File: src/rtl/trc_pkg.sv
// Shared types and mode decoding for the trigger-restart capture timer.
// Assumes the 3-bit mode encoding of the brief; unused codes decode to idle.
package trc_pkg;

    typedef enum logic [1:0] {
        KIND_IDLE = 2'd0,
        KIND_FREE = 2'd1,
        KIND_EXT  = 2'd2,
        KIND_INT  = 2'd3
    } kind_t;

    // Maps a mode code to the restart source it implies.
    function automatic kind_t decode_kind(input logic [2:0] m);
        case (m)
            3'd1, 3'd4: decode_kind = KIND_FREE;
            3'd2, 3'd5: decode_kind = KIND_EXT;
            3'd3:       decode_kind = KIND_INT;
            default:    decode_kind = KIND_IDLE;
        endcase
    endfunction

    // True for the modes whose pin shows the companion output.
    function automatic logic is_passthru(input logic [2:0] m);
        is_passthru = (m == 3'd4) || (m == 3'd5);
    endfunction

endpackage

File: src/rtl/trc_sync_edge.sv
// Synchronises an asynchronous pin through STAGES flops and reports the
// selected edge as a one-cycle pulse. sel: 00 rising, 01 falling, 1x both.
// Assumes STAGES >= 2.
module trc_sync_edge #(
    parameter int STAGES = 2
) (
    input  logic       clk,
    input  logic       rst_n,
    input  logic       din,
    input  logic [1:0] sel,
    output logic       evt
);
    logic [STAGES-1:0] chain;
    logic              last;
    logic              rise;
    logic              fall;

    // Shift the pin through the synchroniser and keep the previous level.
    always_ff @(posedge clk) begin
        if (!rst_n) begin
            chain <= '0;
            last  <= 1'b0;
        end else begin
            chain <= {chain[STAGES-2:0], din};
            last  <= chain[STAGES-1];
        end
    end

    // Edge detection on the synchronised level and polarity selection.
    always_comb begin
        rise = chain[STAGES-1] & ~last;
        fall = ~chain[STAGES-1] & last;
        case (sel)
            2'b00:   evt = rise;
            2'b01:   evt = fall;
            default: evt = rise | fall;
        endcase
    end

endmodule

File: src/rtl/trc_count_core.sv
// Counter, start/wait state and capture register. A restart (a trigger after
// the start in external mode, or a companion toggle in internal mode) captures
// the count and clears it. Assumes tick, trig_evt and tog_evt are synchronous.
module trc_count_core
    import trc_pkg::*;
#(
    parameter int W = 8
) (
    input  logic         clk,
    input  logic         rst_n,
    input  logic         run,
    input  kind_t        kind,
    input  logic         tick,
    input  logic         trig_evt,
    input  logic         tog_evt,
    input  logic         cap_ack,
    output logic [W-1:0] cnt,
    output logic [W-1:0] cnt_nxt,
    output logic         step,
    output logic         restart,
    output logic [W-1:0] cap,
    output logic         cap_valid
);
    logic started;
    logic start_now;
    logic waiting;
    logic active;

    // Decide this cycle's action: start, restart or step.
    always_comb begin
        active    = run && (kind != KIND_IDLE);
        waiting   = (kind == KIND_EXT) && !started;
        start_now = active && waiting && trig_evt;
        restart   = active && (((kind == KIND_EXT) && started && trig_evt)
                               || ((kind == KIND_INT) && tog_evt));
        step      = active && !waiting && !restart && tick;
        cnt_nxt   = cnt + W'(1);
    end

    // Counter and started flag; run low or idle mode clears both.
    always_ff @(posedge clk) begin
        if (!rst_n) begin
            cnt     <= '0;
            started <= 1'b0;
        end else if (!active) begin
            cnt     <= '0;
            started <= 1'b0;
        end else begin
            if (start_now) started <= 1'b1;
            if (restart)   cnt <= '0;
            else if (step) cnt <= cnt_nxt;
        end
    end

    // Capture register and its valid flag.
    always_ff @(posedge clk) begin
        if (!rst_n) begin
            cap       <= '0;
            cap_valid <= 1'b0;
        end else if (restart) begin
            cap       <= cnt;
            cap_valid <= 1'b1;
        end else if (cap_ack) begin
            cap_valid <= 1'b0;
        end
    end

    a_r4_restart_clears: assert property (@(posedge clk) disable iff (!rst_n)
        restart |=> (cnt == '0) && cap_valid);

    a_r2_step_by_one: assert property (@(posedge clk) disable iff (!rst_n)
        step |=> (cnt == W'($past(cnt) + W'(1))));

    a_r3_waiting_holds: assert property (@(posedge clk) disable iff (!rst_n)
        (active && waiting) |=> (cnt == $past(cnt)));

endmodule

File: src/rtl/trc_cmp_unit.sv
// One compare channel: reports a hit when a counter step lands on the compare
// value. In single-action mode only the first hit after arming counts.
module trc_cmp_unit #(
    parameter int W = 8
) (
    input  logic         clk,
    input  logic         rst_n,
    input  logic         step,
    input  logic [W-1:0] cnt_nxt,
    input  logic [W-1:0] cmp,
    input  logic         single,
    input  logic         rearm,
    output logic         hit
);
    logic armed;

    // A match counts unless a single-action channel is already spent.
    always_comb begin
        hit = step && (cnt_nxt == cmp) && (!single || armed);
    end

    // Arm on reset or rearm; disarm after a single-action hit.
    always_ff @(posedge clk) begin
        if (!rst_n)                armed <= 1'b1;
        else if (rearm)            armed <= 1'b1;
        else if (hit && single)    armed <= 1'b0;
    end

    a_r8_single_disarms: assert property (@(posedge clk) disable iff (!rst_n)
        (hit && single && !rearm) |=> !armed);

endmodule

File: src/rtl/trc_timer.sv
// Top of the trigger-restart capture timer: input synchronisers, counter core,
// compare channels, toggle flip-flop and output multiplexer.
// Assumes comp_tog and comp_out are already synchronous to clk.
module trc_timer
    import trc_pkg::*;
#(
    parameter int W      = 8,
    parameter int STAGES = 2
) (
    input  logic         clk,
    input  logic         rst_n,
    input  logic         run,
    input  logic [2:0]   mode,
    input  logic [1:0]   edge_sel,
    input  logic         clk_sel,
    input  logic         cnt_pin,
    input  logic         trig_pin,
    input  logic         comp_tog,
    input  logic         comp_out,
    input  logic [W-1:0] cmp_a,
    input  logic [W-1:0] cmp_b,
    input  logic         single_a,
    input  logic         single_b,
    input  logic         cap_ack,
    output logic [W-1:0] cap_val,
    output logic         cap_valid,
    output logic [W-1:0] count,
    output logic         out_pin
);
    localparam int NCMP = 2;

    kind_t                    kind;
    logic                     trig_evt;
    logic                     cnt_evt;
    logic                     tick;
    logic                     tog_prev;
    logic                     tog_evt;
    logic [W-1:0]             cnt_nxt;
    logic                     step;
    logic                     restart;
    logic                     rearm;
    logic                     tff;
    logic [NCMP-1:0][W-1:0]   cmp_vec;
    logic [NCMP-1:0]          single_vec;
    logic [NCMP-1:0]          hits;

    // Decode the mode and pick the tick source.
    always_comb begin
        kind       = decode_kind(mode);
        tick       = clk_sel ? cnt_evt : 1'b1;
        tog_evt    = comp_tog ^ tog_prev;
        rearm      = restart || !run;
        cmp_vec    = {cmp_b, cmp_a};
        single_vec = {single_b, single_a};
    end

    trc_sync_edge #(.STAGES(STAGES)) u_trig (
        .clk(clk), .rst_n(rst_n), .din(trig_pin), .sel(edge_sel), .evt(trig_evt)
    );

    trc_sync_edge #(.STAGES(STAGES)) u_cntp (
        .clk(clk), .rst_n(rst_n), .din(cnt_pin), .sel(2'b00), .evt(cnt_evt)
    );

    trc_count_core #(.W(W)) u_core (
        .clk(clk), .rst_n(rst_n), .run(run), .kind(kind), .tick(tick),
        .trig_evt(trig_evt), .tog_evt(tog_evt), .cap_ack(cap_ack),
        .cnt(count), .cnt_nxt(cnt_nxt), .step(step), .restart(restart),
        .cap(cap_val), .cap_valid(cap_valid)
    );

    for (genvar i = 0; i < NCMP; i++) begin : g_cmp
        trc_cmp_unit #(.W(W)) u_cmp (
            .clk(clk), .rst_n(rst_n), .step(step), .cnt_nxt(cnt_nxt),
            .cmp(cmp_vec[i]), .single(single_vec[i]), .rearm(rearm),
            .hit(hits[i])
        );
    end

    // Remember the companion toggle level to detect its changes.
    always_ff @(posedge clk) begin
        if (!rst_n) tog_prev <= 1'b0;
        else        tog_prev <= comp_tog;
    end

    // Output toggle flip-flop; simultaneous hits cancel.
    always_ff @(posedge clk) begin
        if (!rst_n) tff <= 1'b0;
        else        tff <= tff ^ (^hits);
    end

    // Output pin multiplexer.
    always_comb begin
        out_pin = is_passthru(mode) ? comp_out : tff;
    end

    a_r11_idle_zero: assert property (@(posedge clk) disable iff (!rst_n)
        !run |=> (count == '0));

    a_r10_valid_holds: assert property (@(posedge clk) disable iff (!rst_n)
        (cap_valid && !cap_ack) |=> cap_valid);

endmodule

File: config.mk
export PLATFORM = sky130hd
export DESIGN_NAME = trc_timer
export DESIGN_NICKNAME = d
export VERILOG_FILES = /design/src/rtl/trc_pkg.sv /design/src/rtl/trc_sync_edge.sv /design/src/rtl/trc_count_core.sv /design/src/rtl/trc_cmp_unit.sv /design/src/rtl/trc_timer.sv
export SDC_FILE = /design/constraint.sdc
export NUM_CORES = 1
export LEC_CHECK = 0
export BUFFER_PORTS_ARGS = -buffer_cell sky130_fd_sc_hd__buf_2
export CAP_MARGIN = 20
export CELL_PAD_IN_SITES_DETAIL_PLACEMENT = 1
export CELL_PAD_IN_SITES_GLOBAL_PLACEMENT = 2
export CORE_MARGIN = 10
export CORE_UTILIZATION = 32
export CTS_BUF_LIST = sky130_fd_sc_hd__clkbuf_16
export DETAILED_ROUTE_END_ITERATION = 16
export GPL_TIMING_DRIVEN = 0
export PLACE_DENSITY_LB_ADDON = 0.1
export SYNTH_ARGS = -nofsm -noshare
export SYNTH_HDL_FRONTEND = slang
export SYNTH_SLANG_ARGS = --single-unit
File: constraint.sdc
create_clock -name clk -period 5.65 [get_ports clk]
set_input_delay 1.13 -clock clk [delete_from_list [all_inputs] [get_ports clk]]
set_output_delay 1.13 -clock clk [all_outputs]
set_load 0.02 [all_outputs]
-- Word level (Yosys, flattened, before mapping)
Cells that the tools add are included.
- $add $sub $neg: 1
- eq/ne operators: 10
- mux-type cells: 6
- bitwise logic cells: 11
- reductions and logical operators: 37
- operator list (cell ; number):
    $logic_and 1x1->1 ; 17
    $eq 8x8->1 ; 2
    $add 8x1->8 const B ; 1
    $eq 3x2->1 const B ; 2
    $eq 3x3->1 const B ; 2
    $logic_not 1->1 ; 6
    $pmux 2 s3 ; 1
    $reduce_or 2->1 ; 3
    $logic_or 1x1->1 ; 5
    $not 1->1 ; 5
    $eq 2x2->1 const B ; 2
    $mux 1 ; 4
    $reduce_bool 2->1 ; 2
    $and 1x1->1 ; 3
    $eq 3x1->1 const B ; 1
    $reduce_or 3->1 ; 1
    $eq 2x1->1 const B ; 1
    $logic_not 2->1 ; 1
    $pmux 1 s2 ; 1
    $reduce_and 2->1 ; 1
    $reduce_xor 2->1 ; 1
    $xor 1x1->1 ; 2
    $or 1x1->1 ; 1
- flip-flop bits (word level): 28
- bits of input ports: 32
- output and inout bits: 18
- logic and storage cells: 77

-- Longest topological paths before layout
- depth after elaboration: 15
- depth in mapped cells: 9
- mapped depth without buffers: 9

-- Modules after synthesis
From an unflattened synthesis, not the netlist that was laid out.
- cell total of the unflattened synthesis: 184
- area, all modules: 1619.1 um^2
- by module, submodules not included (module ; instances ; cells an instance ; area an instance (um^2) ; sequential area each (um^2)):
    trc_count_core ; 1 ; 109 ; 919.6 ; 360.3
    trc_cmp_unit ; 2 ; 18 ; 140.1 ; 20.0
    trc_sync_edge ; 2 ; 12 ; 131.4 ; 60.1
    trc_timer ; 1 ; 15 ; 156.4 ; 40.0

-- Worst setup path after synthesis
No wires, ideal clock.
- path type: input port to flip-flop
- from: input edge_sel[0]
- to: register g_cmp[1].u_cmp.armed
- library setup time: 120 ps
- data arrival time: 2867 ps
- required time: 5530 ps
- setup slack: 2663 ps
- stages on the path: 7
- buffers on the path: 0
- cell sequence: mux2_1 > o21ai_1 > and2_1 > o211ai_4 > or4_4 > or2_0 > a211o_1
- longest elaborated chain between the ends: 11
- elaborated cells on any way between the ends: 14
- classes of those cells: eq/ne: 1; mux: 1; reduce/logical: 12
- ends and longest elaborated chain (what ; line ; text):
    start, declared ; trc_timer.sv:14 ; input logic [1:0] edge_sel,
    $eq 2x1->1 or $logic_not 2->1 (tied branches) ; trc_sync_edge.sv:33 ; case (sel)
    $pmux 1 s2 * ; trc_sync_edge.sv:33 ;
    $logic_and 1x1->1 * ; trc_count_core.sv:34 ; restart = active && (((kind == KIND_EXT) && started && trig_evt)
    $logic_or 1x1->1 * ; trc_count_core.sv:35 ; || ((kind == KIND_INT) && tog_evt));
    $logic_and 1x1->1 * ; trc_count_core.sv:34 ;
    $logic_not 1->1 ; trc_count_core.sv:36 ; step = active && !waiting && !restart && tick;
    $logic_and 1x1->1 (2 in a row) ; trc_count_core.sv:36 ;
    $logic_and 1x1->1 (2 in a row) ; trc_cmp_unit.sv:19 ; hit = step && (cnt_nxt == cmp) && (!single || armed);
    $logic_and 1x1->1 ; trc_cmp_unit.sv:26 ; else if (hit && single) armed <= 1'b0;
    end signal, assigned ; trc_cmp_unit.sv:24 ; if (!rst_n) armed <= 1'b1;
    end signal, assigned ; trc_cmp_unit.sv:25 ; else if (rearm) armed <= 1'b1;
    end signal, assigned ; trc_cmp_unit.sv:26 ;
    end, declared ; trc_cmp_unit.sv:15 ; logic armed;
Every way passes the cells marked *; elsewhere a longest branch is shown, timed or not.
A chain may end at the register's enable or synchronous reset.

-- Worst setup path after layout
- from: input mode[1]
- to: output out_pin
- longest elaborated chain between the ends: 3
- elaborated cells on any way between the ends: 4
- classes of those cells: eq/ne: 2; mux: 1; reduce/logical: 1
- ends and longest elaborated chain (what ; line ; text):
    start, declared ; trc_timer.sv:13 ; input logic [2:0] mode,
    $eq 3x3->1 ; trc_pkg.sv:24 ; is_passthru = (m == 3'd4) || (m == 3'd5);
    $logic_or 1x1->1 * ; trc_pkg.sv:24 ;
    $mux 1 * ; trc_timer.sv:94 ; out_pin = is_passthru(mode) ? comp_out : tff;
    end, declared ; trc_timer.sv:28 ; output logic out_pin
Marks and branches as above.

==> summary.md <==
| Metric | Value |
|---|---|
| Post-Syn Instances | `170` |
| Chip width | `between 90 and 100 um` |
| Routed len/inst | `approximately 15 um` |
| Worst-path fanout max | `6` |
| Pwr Total | `roughly 0.00046 W` |
| Row Count | `25` |
| Worst-Margin Slew | `approximately 0.65 ns` |
| Vias per cell | `between 4 and 5` |
| Clk root buf | `clkbuf_16` |
| Period utilization | `53.3%` |
| Post-CTS sizing | `0` |
| R2R cell count | `8` |
| Worst setup path category | `in2out` |
| Top post-synthesis cells by count | `28 x dfxtp_1, 18 x xnor2_1, 16 x nor2_1` |
| Number of H-tree levels | `1` |
| CP most frequent cell | `buf_2` |
| Initial DRT Pass Iterations | `4` |
| Via count | `1316` |
| Post-synth ARST share | `0%` |
| Clk sinks | `28` |
| Outcome | `finished, final reports clean` |
| Area Overhead vs Synth | `27.0%` |
| Logic pwr share | `10.0%` |
| Post-synth top area share | `35.2%` |
| Switching Share | `about a fifth` |
| Clk slew on worst S/H paths | `~0.07 ns` |
| # fillers | `590` |
| Mapped Area | `~1600 um2` |
| Worst EP required | `between 4 and 5 ns` |
| Pwr dens | `around 230 nW/um2` |
| Nets@finish | `roughly 260` |
| Final Hold Vio Count | `0` |
| CP Capture Type | `output port` |
| Post-DP HPWL | `approximately 3500 um` |
| Synth Register Bits | `28` |
| Most frequent cell after synthesis | `dfxtp_1` |
| Post-Syn Nets | `roughly 200` |
| CP arrival | `around 1.9 ns` |
| RSZ-0062 raised after global routing | `false` |
| Gr usage total | `between 10% and 20%` |
| Skew final | `between 0.006 and 0.007 ns` |
| Clock latency on the worst-skew pair | `around 0.26 ns` |
| Setup TNS | `0 ns` |
| Core Util, Final | `about 42%` |
| Fin worst setup slack | `between 2 and 3 ns` |
| Final setup vio count | `0` |
| CP max-delay cell | `mux2_2` |
| Ant. Diodes | `0` |
| Die Y | `between 90 and 100 um` |
| Top cell type by total area after synthesis | `dfxtp_1` |
| Max Freq | `approximately 330 MHz` |
| Inserted Clock Buffers | `3` |
| Seq pwr share | `between 40% and 50%` |
| CP Cell Sequence | `buf_2 -> nand2b_1 -> mux2_2 -> buf_2` |
| Largest net degree at the start of global routing | `17` |
| Final GP Congestion | `between 0.8 and 0.9` |
| Yosys cell types | `40` |
| Synth Warn # | `0` |
| Starting DRC count in detailed routing | `13` |
| Top cells by area, synth | `dfxtp_1 35%, xnor2_1 9.9%, mux2i_1 6.9%` |
| Max Root-Sink Buffers | `2` |
| Slew Viols, Final | `0` |
| Max VDD drop | `between 150 and 200 uV` |
| Antenna violations before repair | `0` |
| Post-Syn Area per Cell | `9.35 um2` |
| I/O Buffers | `between 40 and 50` |
| CORE AREA | `4750 um2` |
| Hold Path Stages | `1` |
| Hold-fix buffers, CTS | `0` |
| Initial Utilization | `33.4%` |
| Dominant synthesized flop cell | `dfxtp_1` |
| Io pins | `50` |
| Post-Route WL | `4210 um` |
| Sequential-to-total area share from yosys stat | `a little over a third` |
| DRC viols | `0` |
| Number of flops mapped to enable cells by yosys | `0` |
| Worst hold slack | `0.435 ns` |
| Die area | `8190 um2` |
| Startpoint Class | `input port` |
| Sw Pwr | `between 0.00009 and 0.0001 W` |
| Min Clock Period, post-route | `3.01 ns` |
| Slew HR | `56.7%` |
| Routed Antenna Nets | `0` |
| Cell Int Power | `between 0.0003 and 0.0004 W` |
| Number of global-route vias before repair | `approximately 1400` |
| Clock Power Share | `a little under half` |
| Slowest stage delay, CP | `between 0.3 and 0.4 ns` |
| Max Cap Violations | `0` |
| Layout cells sized above 1 | `between 20% and 30%` |
| GR Overflow Total | `0` |
| Worst hold path type | `reg2reg` |
| CTS tree | `built` |
| Pre-CTS setup slack | `roughly 2.4 ns` |
| Lkg Pwr | `0.814 nW` |
| Post-CTS Setup Inserts | `0` |
| First-pass GRT wire length | `approximately 7100 um` |
==> critical path: cells and delay by family <==
kind	cells	cell delay, ns
muxes	1	0.32
buffers and inverters	2	0.30
and+or+nand+nor	1	0.13
==> layout make-up <==
cell class / instances / area [um2] / area share, %
sequential: 28 / 561 / 27.8
inverter: 8 / 30.0 / 1.49
buffer: 8 / 40.0 / 1.98
clock buffer: 3 / 75.1 / 3.72
clock inverter: 1 / 30.0 / 1.49
tap: 67 / 83.8 / 4.15
multi-input combinational: 126 / 960 / 47.5
timing repair buffer: 48 / 240 / 11.9
==> metal layers <==
metal  part of all wire (%)  GRT usage [%]  vias up
met5                      0              0        -
met2                     44           16.2       41
li1                       -              -      664
met3                    4.8           2.74        2
met1                     51           13.6      609
met4                   0.57           2.39        0
==> power by group through the flow <==
stage | Combinational, W | Clock [W] | Sequential [W]
after floorplan | 0.0000256 | 0 | 0.000206
after global placement | 0.0000447 | 0 | 0.000205
after detailed placement | 0.0000463 | 0 | 0.000206
after CTS | 0.0000468 | 0.000216 | 0.000201
after global routing | 0.0000518 | 0.000226 | 0.000201
final | 0.0000457 | 0.000209 | 0.000201
==> stage by stage <==
stage          cell area [um2]  cells
2_1_floorplan             1590    170
3_3_place_gp              1910    285
3_5_place_dp              1910    285
4_1_cts                   2020    289
5_1_grt                   2020    289
6_report                  2020    289
==> flip-flops by register name, summed over array words and instances (netlist names) <==
| register | flops |
|---|---|
| g_cmp.u_cmp.armed | 2 |
| u_cntp.last | 1 |
| tff | 1 |
| u_trig.chain | 2 |
| u_trig.last | 1 |
| u_core.cnt | 8 |
| u_core.cap | 8 |
| u_core.started | 1 |
| u_core.cap_valid | 1 |
| u_cntp.chain | 2 |
| tog_prev | 1 |
==> cell usage in the layout, fill, tap and decap left out, types with 2 or more instances in the layout <==
cell	instances
clkbuf_16	3
dfxtp_1	28
nor3_1	4
nand2_1	9
and2_1	9
buf_2	50
nor2b_1	11
nand4_1	2
clkbuf_1	5
xnor2_1	18
xor2_1	10
a21oi_1	3
a211o_1	2
mux2i_1	11
ha_1	3
nand3_1	2
inv_1	8
o21ai_0	3
o21ai_1	2
nor2_1	16
nand2b_1	2
==> worst paths after layout <==
check	from	endpoint	slack, ns
setup / recovery	mode[1]	out_pin	2.64
hold / removal	u_trig.chain[0]	u_trig.chain[1]	0.43
setup reg to reg	u_core.cnt[0]	g_cmp[1].u_cmp.armed	2.87
hold reg to reg	u_trig.chain[0]	u_trig.chain[1]	0.43
==> kinds of logic (layout without fill, tap and decap cells) <==
kind of cell / after synthesis / in the layout / share of synthesized area, %
xor gates and xnor gates: 30 / 30 / 18.6
AOI/OAI and AO/OA: 18 / 18 / 9.83
and+or+nand+nor: 62 / 62 / 21.2
adders and majority gates: 3 / 3 / 2.36
buffers and inverters: 16 / 68 / 4.41
DFF: 28 / 28 / 35.2
muxes: 13 / 13 / 8.34
No activity file was read; power rests on OpenSTA's default activity.
